File: config.mk
export PLATFORM = sky130hd
export DESIGN_NAME = ecc_err_log
export DESIGN_NICKNAME = d
export VERILOG_FILES = /design/src/rtl/ecc_err_log.sv
export SDC_FILE = /design/constraint.sdc
export NUM_CORES = 1
export LEC_CHECK = 0
export BUFFER_PORTS_ARGS = -buffer_cell sky130_fd_sc_hd__buf_2
export CORE_ASPECT_RATIO = 2
export CORE_MARGIN = 3
export CORE_UTILIZATION = 25
export CTS_CLUSTER_SIZE = 8
export DETAILED_ROUTE_END_ITERATION = 10
export PLACE_DENSITY = 0.55
export SETUP_SLACK_MARGIN = 0.5
export SYNTH_ARGS = -nofsm -noshare
export SYNTH_HDL_FRONTEND = slang
export SYNTH_SLANG_ARGS = --single-unit
File: constraint.sdc
create_clock -name clk -period 1.3 [get_ports clk]
set_input_delay 0 -clock clk [delete_from_list [all_inputs] [get_ports clk]]
set_output_delay 0 -clock clk [all_outputs]
set_load 0.05 [all_outputs]
File: src/rtl/ecc_err_log.sv
module ecc_err_log #(
  parameter int BLK_W = 20,
  parameter int SYN_W = 8
) (
  input  logic             clk,
  input  logic             rst_n,
  input  logic             ce_strobe,
  input  logic             ue_strobe,
  input  logic [BLK_W-1:0] err_blk,
  input  logic [SYN_W-1:0] err_syn,
  input  logic             err_chan,
  input  logic [2:0]       reg_sel,
  input  logic             reg_we,
  input  logic [15:0]      reg_wdata,
  output logic [31:0]      reg_rdata,
  output logic             serr_pulse
);
  localparam int LOW_W = 32 - BLK_W;

  logic             ce_q, ue_q, en_ce_q, en_ue_q, chan_q, serr_q;
  logic [BLK_W-1:0] blk_q;
  logic [SYN_W-1:0] syn_q;

  wire wr_stat = reg_we && (reg_sel == 3'd0);
  wire wr_cmd  = reg_we && (reg_sel == 3'd4);
  wire cap     = (ue_strobe && !ue_q) || (ce_strobe && !ce_q && !ue_q);
  logic unused_wdata;
  assign unused_wdata = ^{reg_wdata[15:9], reg_wdata[6:1]};

  always_ff @(posedge clk) begin
    if (!rst_n) begin
      ce_q    <= 1'b0;
      ue_q    <= 1'b0;
      en_ce_q <= 1'b0;
      en_ue_q <= 1'b0;
      chan_q  <= 1'b0;
      blk_q   <= '0;
      syn_q   <= '0;
      serr_q  <= 1'b0;
    end else begin
      ce_q   <= ce_strobe | (ce_q & ~(wr_stat & reg_wdata[0]));
      ue_q   <= ue_strobe | (ue_q & ~(wr_stat & reg_wdata[7]));
      serr_q <= (ce_strobe & ~ce_q & en_ce_q) | (ue_strobe & ~ue_q & en_ue_q);
      if (cap) begin
        blk_q  <= err_blk;
        syn_q  <= err_syn;
        chan_q <= err_chan;
      end
      if (wr_cmd) begin
        en_ce_q <= reg_wdata[7];
        en_ue_q <= reg_wdata[8];
      end
    end
  end

  always_comb begin
    case (reg_sel)
      3'd0:    reg_rdata = {24'h0, ue_q, 6'h0, ce_q};
      3'd1:    reg_rdata = {blk_q, {LOW_W{1'b0}}};
      3'd2:    reg_rdata = {{(32-SYN_W){1'b0}}, syn_q};
      3'd3:    reg_rdata = {31'h0, chan_q};
      3'd4:    reg_rdata = {23'h0, en_ue_q, en_ce_q, 7'h0};
      default: reg_rdata = 32'h0;
    endcase
  end

  assign serr_pulse = serr_q;

  assert_ce_set_R2: assert property (@(posedge clk) disable iff (!rst_n)
    ce_strobe |=> ce_q);
  assert_ue_set_R2: assert property (@(posedge clk) disable iff (!rst_n)
    ue_strobe |=> ue_q);
  assert_clear_R3: assert property (@(posedge clk) disable iff (!rst_n)
    (wr_stat && reg_wdata[0] && !ce_strobe) |=> !ce_q);
  assert_ce_keep_R5: assert property (@(posedge clk) disable iff (!rst_n)
    (ce_q && !ue_strobe) |=> ($stable(blk_q) && $stable(syn_q) && $stable(chan_q)));
  assert_ue_capture_R6: assert property (@(posedge clk) disable iff (!rst_n)
    (ue_strobe && !ue_q) |=> (blk_q == $past(err_blk) && syn_q == $past(err_syn)
                              && chan_q == $past(err_chan)));
  assert_ue_keep_R7: assert property (@(posedge clk) disable iff (!rst_n)
    ue_q |=> ($stable(blk_q) && $stable(syn_q) && $stable(chan_q)));
  assert_serr_quiet_R9: assert property (@(posedge clk) disable iff (!rst_n)
    (!ce_strobe && !ue_strobe) |=> !serr_pulse);
endmodule

Yosys cells after proc, flatten, opt, wreduce, memory -nomap -nowiden
Index checks and enable logic that the tools add are counted.

word-level totals
  register bits after elaboration = 34

cells by class
  equal/unequal tests = 4
  muxes and demuxes = 1
  bitwise logic cells = 15
  reductions and logical operators = 9

operator list
  kind                number
  $pmux 32 s5         1
  $and 1x1->1         8
  $eq 3x2->1 const B  2
  $logic_and 1x1->1   5
  $not 1->1           4
  $eq 3x1->1 const B  1
  $eq 3x3->1 const B  1
  $logic_not 3->1     1
  $or 1x1->1          3
  $logic_not 1->1     2
  $logic_or 1x1->1    1

Longest topological paths before layout
Gate-level depths: netlist of run 1.

  depth in word-level cells = 6
  depth in mapped cells = 5
  depth with buffers taken out = 3

Worst setup path before layout of run 1
No wires, ideal clock.

  kind = register to output
  start = register en_ue_q
  end = output reg_rdata[8]
  data arrival time = 1.805 ns
  setup slack = -0.505 ns
  cell stages (with the launch flop) = 2
  path buffers = 0
  cells stage by stage = dfxtp_1 nor4bb_1

between the ends
  cells in the longest elaborated chain, start to end = 1

RTL lines
  item                    line  source
  start, declared         20    logic ce_q, ue_q, en_ce_q, en_ue_q, chan_q, serr_q;
  start signal, assigned  51    en_ue_q <= reg_wdata[8];
  $pmux 32 s5             57    case (reg_sel)
  end, declared           15    output logic [31:0] reg_rdata,

Every way passes these cells.

Worst setup path in the final report of run 1
  start = register ce_q
  end = register syn_q[6]

between the ends
  cells in the longest elaborated chain, start to end = 4

RTL lines
  item                             line  source
  start, declared                  20
  start signal, assigned           41    ce_q <= ce_strobe | (ce_q & ~(wr_stat & reg_wdata[0]));
  $logic_not 1->1                  26    wire cap = (ue_strobe && !ue_q) || (ce_strobe && !ce_q && !ue_q);
  $logic_and 1x1->1 (2 in series)  26
  $logic_or 1x1->1                 26
  end signal, assigned             46    syn_q <= err_syn;
  end, declared                    22    logic [SYN_W-1:0] syn_q;

Every way passes these cells.
A chain may end at the register's enable or synchronous reset.

==> results of run 1 <==
metrics by stage:
| stage | setup WS (ns) | power, W | cells | area (sq um) |
|---|---|---|---|---|
| 2_1_floorplan | 0.183 | 0.00151 | 197 | 1780 |
| 3_3_place_gp | 0.191 | 0.00163 | 342 | 2220 |
| 3_5_place_dp | 0.179 | 0.00164 | 342 | 2220 |
| 4_1_cts | 0.155 | 0.00301 | 393 | 3180 |
| 5_1_grt | 0.0748 | 0.00320 | 399 | 3320 |
| 6_report | 0.116 | 0.00305 | 399 | 3320 |
area by class of cell:
class,count,area [sq um]
inverters,2,7.51
repair buffers,125,1340
clock buffers,7,143
clock inverters,1,5.00
multi-input cells,144,1000
well taps,86,108
fillers,589,3050
flip-flops and latches,34,712
cell families after synthesis:
logic type / count (synthesis) / synth area share, %
AND/OR/NAND/NOR: 100 / 29.2
flip-flops: 34 / 41.0
multiplexers: 31 / 18.7
buffers and inverters: 19 / 7.01
AO/OA/AOI/OAI: 10 / 3.84
other: 1 / 0.226
synth_stat cells:
library cell | n | area, sq um
and4bb_2 | 1 | 12.5
nor4bb_1 | 1 | 10.0
o21ai_1 | 2 | 10.0
nor2_1 | 2 | 7.51
nand3b_1 | 3 | 22.5
nor3b_1 | 2 | 15.0
and2_1 | 26 | 163
nand2_1 | 60 | 225
nand3_1 | 3 | 15.0
conb_1 | 1 | 3.75
nor4b_1 | 1 | 8.76
buf_2 | 5 | 25.0
clkbuf_1 | 4 | 15.0
mux2i_1 | 31 | 310
o21ai_0 | 2 | 10.0
buf_4 | 4 | 30.0
a31oi_1 | 2 | 12.5
dfxtp_1 | 34 | 681
nand2b_1 | 1 | 6.26
buf_12 | 1 | 20.0
a21boi_1 | 1 | 7.51
o21a_1 | 2 | 15.0
inv_1 | 1 | 3.75
buf_6 | 1 | 11.3
buf_1 | 2 | 7.51
clkinv_1 | 1 | 3.75
a21oi_2 | 1 | 8.76
registers in the layout (all words and copies together), names as in the netlist:
name,cells
serr_pulse,1
chan_q,1
en_ue_q,1
blk_q,20
syn_q,8
ce_q,1
ue_q,1
en_ce_q,1
worst reg2reg max path, cell delays in order, from the launching register on:
cell and delay (ns):
dfxtp_2 0.32, nand2b_4 0.14, a21oi_4 0.17, buf_6 0.15, clkbuf_16 0.16, mux2i_1 0.18
repair_timing:
item,CTS,global route
pin swaps,2,11
setup buffers,9,3
setup endpoints to repair,59,61
gates cloned,2,3
gates resized for setup,122,19
endpoints found under the hold margin,33,0
hold buffers,32,0
report_power, final:
group | internal (W) | switching, W
Combinational | 0.000391 | 0.000312
Clock | 0.000759 | 0.000416
Sequential | 0.00113 | 0.0000406
routing by layer:
metal | routed length, um | GRT usage, % | up-vias | share of wire (%)
li1 | - | - | 868 | -
met3 | 175 | 1.67 | 10 | 3.2
met4 | 132 | 6.77 | 0 | 2.4
met2 | 3220 | 27.0 | 47 | 60
met5 | 0 | 0 | - | 0
met1 | 1870 | 13.3 | 787 | 35
path summary, 6_finish.rpt:
path                                 end  slack [ns]  depth (start not counted)
setup / recovery   syn_q[6]$_SDFFE_PN0P_        0.12                          5
hold / removal           ce_q$_SDFF_PN0_        0.02                          3
setup reg to reg   syn_q[6]$_SDFFE_PN0P_        0.12                          5
hold reg to reg   blk_q[10]$_SDFFE_PN0P_        0.45                          2
==> flow_summary_export.csv, run 1 <==
group,metric,value,unit
worst_hold_path,hp-start,"ce_strobe",
timing,period_share,91.1,%
final_layout,drive_above_1_share,50.2,%
detailed_routing,ant_nets,0,
critical_path,required,1.50,ns
timing,timing.fmax,845,MHz
final_layout,layout.cells.most_common,"nand2_1",
grt,first_global_vias,1805,
placed_design,dp_hpwl,2.97,mm
detailed_routing,drc,0,
synthesis,synth-seq-cells,34,
timing,skew,0.00254,ns
critical_path,path_cells,"nand2b_4 -> a21oi_4 -> buf_6 -> clkbuf_16 -> mux2i_1",
grt,overflow,0,
clock_tree,htreeDepth,2,
timing,hold_viol_final,0,
detailed_routing,via_per_inst,4.29,
synthesis,synth_warnings,0,
floorplan,start_util,26.1,%
floorplan,die_x,63.6,um
critical_path,cp.buffers_inverters,2,
grt,grt_pass1_wl,8.25,mm
final_layout,nets,365,
critical_path,r2r-start,"ce_q$_SDFF_PN0_",
timing,maxSlewViolCount,0,
detailed_routing,wl_per_cell,13.5,um
critical_path,crit_slowest_cell,"dfxtp_2",
synthesis,netlist_area,1660,sq um
timing,rsz0062_at_grt,"true",
final_layout,antenna_cells,0,
power,leakage,1.51,nW
critical_path,critical_path_peak_fanout,6,
critical_path,slowest_delay,0.32,ns
synthesis,synth_cell_types,27,
timing,setup_viol_count_final,0,
detailed_routing,routed_wl,5.39,mm
clock_tree,cts_tree,"built",
detailed_routing,via_count,1712,
power,vdd_drop_max,0.553,mV
clock_tree,path_clk_slew,0.05,ns
detailed_routing,drtIter0Drc,40,
synthesis,seq_area_frac_synth,41.0,%
worst_hold_path,hold_class,"primary input to register",
placed_design,place.gp.congestion,0.708,
timing,setup_tns,0,ns
timing,fin_crit,1.18,ns
grt,grt_max_degree,66,
power,power_density,920,nW/um^2
floorplan,io_pins,86,
floorplan,die_h,121,um
synthesis,synthCells,195,
clock_tree,clockBufferDepth,2,
status,status,"finished clean",
synthesis,syn_area_per_cell,8.51,sq um
detailed_routing,firstDrtPassIters,4,
critical_path,path_class,"register to register",
clock_tree,worstSkewPairLatency,0.27,ns
grt,antenna_found_initial,0,
clock_tree,cts.sinks,34,
clock_tree,clockRootBuffer,"clkbuf_16",
final_layout,final_cell_mix,"60 x nand2_1, 36 x buf_2, 32 x dlygate4sd3_1",
run,drv_cap,0,
timing,holdWs,0.0221,ns
floorplan,rows,41,
critical_path,crit_family,"flip-flops",
critical_path,crit_arrival,1.38,ns
floorplan,die_area,7710,sq um
critical_path,crit_start,"ce_q$_SDFF_PN0_",
critical_path,cp-start-kind,"register",
final_layout,syn_to_final_growth,99.7,%
floorplan,coreArea,6360,sq um
grt,track_usage,13.7,%
clock_tree,cts_buffers,5,
placed_design,portBuffers,69,
critical_path,end_kind,"register",
final_layout,fin_util,52.1,%
Note: power is estimated with default switching activity, not from simulation.
==> run 2: changes to the inputs <==
--- a/config.mk
+++ b/config.mk
@@ -5,13 +5,14 @@
 export SDC_FILE = /design/constraint.sdc
 export NUM_CORES = 1
 export LEC_CHECK = 0
+export ABC_AREA = 1
 export BUFFER_PORTS_ARGS = -buffer_cell sky130_fd_sc_hd__buf_2
 export CORE_ASPECT_RATIO = 2
 export CORE_MARGIN = 3
 export CORE_UTILIZATION = 25
 export CTS_CLUSTER_SIZE = 8
 export DETAILED_ROUTE_END_ITERATION = 10
-export PLACE_DENSITY = 0.55
+export PLACE_DENSITY = 0.56
 export SETUP_SLACK_MARGIN = 0.5
 export SYNTH_ARGS = -nofsm -noshare
 export SYNTH_HDL_FRONTEND = slang
==> run 2 against run 1 <==
Compared with the run above:
- die area is 6.5% lower
- clock power about the same
- clock skew hardly changed
- largest cell class unchanged
- non-clock buffer count is 7 lower
- sequential power grew 4%
==> flow_summary_export.csv, run 2 <==
group,metric,value,unit
final_layout,drive_above_1_share,56.4,%
grt,track_usage,14.5,%
timing,maxSlewViolCount,0,
synthesis,synth_edf_count,0,
timing,setup_viol_count_final,0,
critical_path,required,1.50,ns
synthesis,synth_area_leader_cell,"dfxtp_1",
power,leakage,1.33,nW
power,vdd_drop_max,0.761,mV
synthesis,yosysMostFrequentCell,"nor2_1",
run,drv_cap,0,
synthesis,synth_common_cells,"86 x nor2_1, 36 x inv_1, 34 x dfxtp_1",
critical_path,crit_slowest_cell,"dfxtp_4",
critical_path,slowest_delay,0.36,ns
clock_tree,cts.sinks,34,
critical_path,cp-start-kind,"register",
detailed_routing,ant_nets,0,
final_layout,final_cell_area,3000,sq um
critical_path,worst-path-stages,6,
detailed_routing,top_layer,"met4",
clock_tree,cts_tree,"built",
synthesis,netlist_area,1540,sq um
synthesis,synth_area_leaders,"dfxtp_1 44%, nor2_1 21%, inv_1 8.8%",
synthesis,synth-seq-cells,34,
clock_tree,htreeDepth,2,
synthesis,seq_area_frac_synth,44.1,%
final_layout,syn_to_final_growth,94.2,%
critical_path,crit_arrival,1.28,ns
clock_tree,path_clk_slew,0.05,ns
placed_design,dpl-instance-area,1970,sq um
timing,hold_viol_final,0,
detailed_routing,wl_met1,1.91,mm
detailed_routing,drtIter0Drc,42,
power,power_density,1030,nW/um^2
timing,skew,0.00243,ns
synthesis,netlist.area_leader.share,44.1,%
detailed_routing,routed_wl,5.36,mm
clock_tree,clockBufferDepth,2,
clock_tree,cts_buffers,5,
final_layout,antenna_cells,0,
timing,timing.fmax,932,MHz
timing,fin_crit,1.07,ns
grt,first_global_vias,1772,
grt,antenna_found_initial,0,
worst_hold_path,holdPathStages,3,
timing,holdWs,0.0583,ns
grt,overflow,0,
clock_tree,worstSkewPairLatency,0.27,ns
final_layout,reg_top3,"blk_q: 20 flops, syn_q: 8 flops",
timing,rsz0062_at_grt,"true",
final_layout,largest_reg_flops,20,
critical_path,cp.buffers_inverters,2,
timing,period_share,82.5,%
placed_design,place.gp.congestion,0.703,
placed_design,portBuffers,69,
grt,grt_pass1_wl,7.84,mm
detailed_routing,firstDrtPassIters,4,
floorplan,die_h,117,um
floorplan,die_area,7210,sq um
synthesis,synthCells,232,
final_layout,layout.cells.most_common,"nor2_1",
floorplan,rows,39,
detailed_routing,drc,0,
detailed_routing,via_per_inst,4.49,
final_layout,final_cells,405,
floorplan,start_util,26.4,%
final_layout,fin_util,51.2,%
critical_path,r2r_cells,6,
timing,setup_tns,0,ns
placed_design,dp.cells,354,
final_layout,nets,398,
detailed_routing,met2RoutedLength,3.19,mm
critical_path,path_cells,"inv_4 -> nand3_4 -> nand2_8 -> clkbuf_16 -> o21ai_2 -> nor2_1",
synthesis,synth_warnings,0,
worst_hold_path,hold_class,"primary input to register",
status,status,"finished clean",
floorplan,coreArea,5860,sq um
placed_design,dp_hpwl,3.06,mm
detailed_routing,met3_length,153,um
synthesis,syn_area_per_cell,6.66,sq um
detailed_routing,via_count,1820,
critical_path,critical_path_peak_fanout,6,
synthesis,synthArstFlopShare,0,%
critical_path,end_kind,"register",
critical_path,path_class,"register to register",
final_layout,final_cell_mix,"58 x nor2_1, 39 x buf_2, 33 x dlygate4sd3_1",
floorplan,io_pins,86,
floorplan,die_x,61.6,um
synthesis,synth_cell_types,21,
final_layout,regMostFlops,"blk_q",
grt,grt_max_degree,30,
detailed_routing,wl_per_cell,13.2,um
synthesis,synth_flop_cell,"dfxtp_1",
clock_tree,clockRootBuffer,"clkbuf_16",
critical_path,crit_family,"flip-flops",
[run 2: final cells by class]
type | instances | area (sq um)
fill | 553 | 2860
timing repair buffer | 118 | 1080
multi-input combinational | 148 | 830
sequential | 34 | 722
inverter | 38 | 153
clock buffer | 6 | 139
tap | 61 | 76.3
[run 2: worst paths after layout]
path                                             from                    end  slack (ns)
worst max-delay path                  ue_q$_SDFF_PN0_  blk_q[8]$_SDFFE_PN0P_        0.23
worst min register to register  syn_q[6]$_SDFFE_PN0P_  syn_q[6]$_SDFFE_PN0P_        0.48
worst min-delay path                        ue_strobe  serr_pulse$_SDFF_PN0_        0.06
worst max register to register        ue_q$_SDFF_PN0_  blk_q[8]$_SDFFE_PN0P_        0.23
[run 2: metrics by stage]
step / setup WS, ns / total power [W]
5_1_grt: 0.167 / 0.00325
3_3_place_gp: 0.0774 / 0.00167
2_1_floorplan: 0.173 / 0.00157
6_report: 0.227 / 0.00310
4_1_cts: 0.261 / 0.00300
3_5_place_dp: 0.0598 / 0.00168
[run 2: logic make-up (layout without fill, tap and decap cells)]
group | Yosys count | after routing | share of synthesized area (%)
flip-flops | 34 | 34 | 44.1
AND/OR/NAND/NOR | 110 | 110 | 28.4
AO/OA/AOI/OAI | 35 | 35 | 11.5
buffers and inverters | 52 | 162 | 15.8
other | 1 | 3 | 0.243
[run 2: layer usage]
metal | up-vias | track usage [%]
met5 | - | 0
met4 | 0 | 5.67
met3 | 6 | 2.09
met2 | 45 | 27.3
met1 | 846 | 15.3
li1 | 923 | -
[run 2: power breakdown]
part	internal [W]	total, W	switching [W]
Sequential	0.00115	0.00122	0.0000646
Combinational	0.000335	0.000743	0.000408
Clock	0.000739	0.00114	0.000397
Total	0.00223	0.00310	0.000870
[run 2: repair_timing]
action                                  4_1_cts  5_1_grt
buffers inserted                              2        6
hold endpoints to repair                     33        0
gates resized for setup                     131       39
gates cloned                                  0        4
hold buffers                                 33        0
pin swaps                                    26        6
endpoints found under the setup margin       59       58
[run 2: worst reg2reg max path, delay by kind of cell (launching register included)]
kind                   cells  cell delay [ns]
DFF                        1             0.36
AOI/OAI and AO/OA          1             0.05
buffers and inverters      2             0.25
and+or+nand+nor            3             0.34
==> run 3: changes to the inputs <==
==> constraint.sdc (replaced) <==
create_clock -name clk -period 1 [get_ports clk]
set_input_delay 0 -clock clk [delete_from_list [all_inputs] [get_ports clk]]
set_output_delay 0 -clock clk [all_outputs]
set_load 0.05 [all_outputs]
==> run 3 against run 2 <==
Compared with the run above:
- the flow now finishes with violations (negative hold slack, negative setup slack)
- largest power group unchanged
- cell area increased by 1.6%
- power increased by 33%
- critical path depth up 1
==> flow_summary_export.csv, run 3 (synthesis gave the netlist of run 2 again) <==
group,metric,value,unit
critical_path,path_class,"register to register",
power,leakage,1.31,nW
detailed_routing,routed_wl,4.72,mm
critical_path,crit_arrival,1.25,ns
detailed_routing,via_per_inst,4.46,
clock_tree,cts_tree,"built",
power,vdd_drop_max,1.15,mV
floorplan,die_x,61.6,um
worst_hold_path,hp-start,"err_blk[11]",
status,status,"complete, but fails checks",
detailed_routing,drc,0,
critical_path,r2r_end,"blk_q[19]$_SDFFE_PN0P_",
clock_tree,cts.sinks,34,
timing,fin_ws,-0.0896,ns
timing,setup_viol_count_final,31,
critical_path,r2r_cells,7,
power,finalPower,0.00413,W
grt,grt_max_degree,31,
floorplan,die_h,117,um
clock_tree,clockBufferDepth,2,
clock_tree,path_clk_slew,0.05,ns
placed_design,place.gp.congestion,0.707,
timing,skew,0.00151,ns
timing,period_share,109,%
placed_design,portBuffers,69,
clock_tree,worstSkewPairLatency,0.27,ns
clock_tree,cts_buffers,5,
final_layout,drive_above_1_share,71.2,%
floorplan,io_pins,86,
run,drv_cap,0,
critical_path,required,1.16,ns
detailed_routing,wl_per_cell,12.2,um
critical_path,reg2reg_setup_slack,-0.09,ns
detailed_routing,firstDrtPassIters,3,
grt,track_usage,14.1,%
critical_path,end_kind,"register",
timing,rsz0062_at_grt,"true",
floorplan,coreArea,5860,sq um
grt,antenna_found_initial,0,
grt,overflow,0,
timing,maxSlewViolCount,0,
grt,grt_pass1_wl,7.61,mm
floorplan,die_area,7210,sq um
detailed_routing,drtIter0Drc,24,
final_layout,largest_reg_flops,20,
clock_tree,htreeDepth,2,
worst_hold_path,hold_class,"primary input to register",
floorplan,start_util,26.4,%
final_layout,layout.cells.most_common,"nor2_1",
floorplan,rows,39,
final_layout,regMostFlops,"blk_q",
detailed_routing,via_count,1725,
detailed_routing,ant_nets,0,
worst_hold_path,min_to,"blk_q[11]$_SDFFE_PN0P_",
critical_path,cp-start-kind,"register",
final_layout,nets,378,
worst_hold_path,holdPathStages,3,
critical_path,r2r-start,"ue_q$_SDFF_PN0_",
final_layout,antenna_cells,0,
critical_path,critical_path_peak_fanout,14,
final_layout,syn_to_final_growth,97.3,%
final_layout,final_cell_mix,"58 x nor2_1, 38 x buf_2, 31 x dfxtp_2",
timing,fin_crit,1.09,ns
clock_tree,clockRootBuffer,"clkbuf_16",
final_layout,reg_top3,"blk_q: 20 flops, syn_q: 8 flops",
timing,holdWs,-0.0486,ns
placed_design,dp_hpwl,3.21,mm
timing,timing.fmax,918,MHz
timing,hold_viol_final,31,
grt,first_global_vias,1686,
power,power_density,1360,nW/um^2
status,violations,"negative hold slack, negative setup slack",
==> run 3: cell count changes in the layout (fill, tap and decap cells not counted), sizes merged <==
cell	delta
clkbuf	-3
clkinv	+1
buf	+16
dlygate4sd3	-33
clkinvlp	+1
==> run 3: through the flow <==
stage | setup slack, ns | setup TNS (ns) | utilization, % | cells | instance area (sq um)
floorplan | -0.127 | -0.592 | - | 234 | 1890
global placement | -0.120 | -3.27 | 38.6 | 357 | 2260
detailed placement | -0.157 | -3.80 | 38.6 | 357 | 2260
CTS | -0.0726 | -1.57 | 47.8 | 374 | 2800
global route | -0.159 | -3.97 | 52.0 | 387 | 3050
finish | -0.0896 | -1.82 | 52.0 | 387 | 3050
==> run 3: repair_timing <==
action,CTS,global route
hold endpoints to repair,33,23
resized for setup,108,39
endpoints found under the setup margin,64,64
gates cloned,1,0
pin swaps,5,3
setup buffers,8,13
==> run 3: worst max-delay path: stages, from the launching register on <==
cell and delay [ns]:
dfxtp_2 0.34, inv_2 0.06, nand3_2 0.07, nand2_2 0.06
buf_6 0.13, buf_12 0.15, o21ai_1 0.13, nor2_1 0.05
==> run 3: area by class of cell <==
| cell class | count | area [sq um] |
|---|---|---|
| Multi-Input combinational cell | 148 | 1000 |
| Tap cell | 61 | 76.3 |
| Inverter | 38 | 165 |
| Clock inverter | 2 | 12.5 |
| Fill cell | 552 | 2810 |
| Sequential cell | 34 | 719 |
| Timing Repair Buffer | 98 | 935 |
| Clock buffer | 6 | 139 |
==> run 3: how the worst max path moves through the flow <==
stage | endpoint | startpoint | slack, ns | cells past startpoint
floorplan | reg_rdata[7] | en_ce_q$_SDFFE_PN0P_ | -0.13 | 2
global placement | syn_q[7]$_SDFFE_PN0P_ | ce_q$_SDFF_PN0_ | -0.12 | 6
detailed placement | blk_q[12]$_SDFFE_PN0P_ | ce_q$_SDFF_PN0_ | -0.16 | 6
CTS | reg_rdata[0] | ce_q$_SDFF_PN0_ | -0.07 | 4
global route | blk_q[18]$_SDFFE_PN0P_ | ue_q$_SDFF_PN0_ | -0.16 | 7
finish | blk_q[19]$_SDFFE_PN0P_ | ue_q$_SDFF_PN0_ | -0.09 | 7
==> run 3: report_power, final <==
group / leakage [nW] / internal, W / total, W / switching [W]
Combinational: 0.946 / 0.000440 / 0.00102 / 0.000579
Clock: 0.0729 / 0.000984 / 0.00153 / 0.000542
Sequential: 0.291 / 0.00150 / 0.00159 / 0.0000850
Total: 1.31 / 0.00293 / 0.00413 / 0.00121
==> run 3: per-layer routing <==
| metal | track usage (%) | wire, um | vias to the layer above |
|---|---|---|---|
| met4 | 5.67 | 89 | 0 |
| met5 | 0 | 0 | - |
| met3 | 3.40 | 240 | 6 |
| li1 | - | - | 887 |
| met2 | 25.8 | 2760 | 43 |
| met1 | 14.5 | 1630 | 789 |
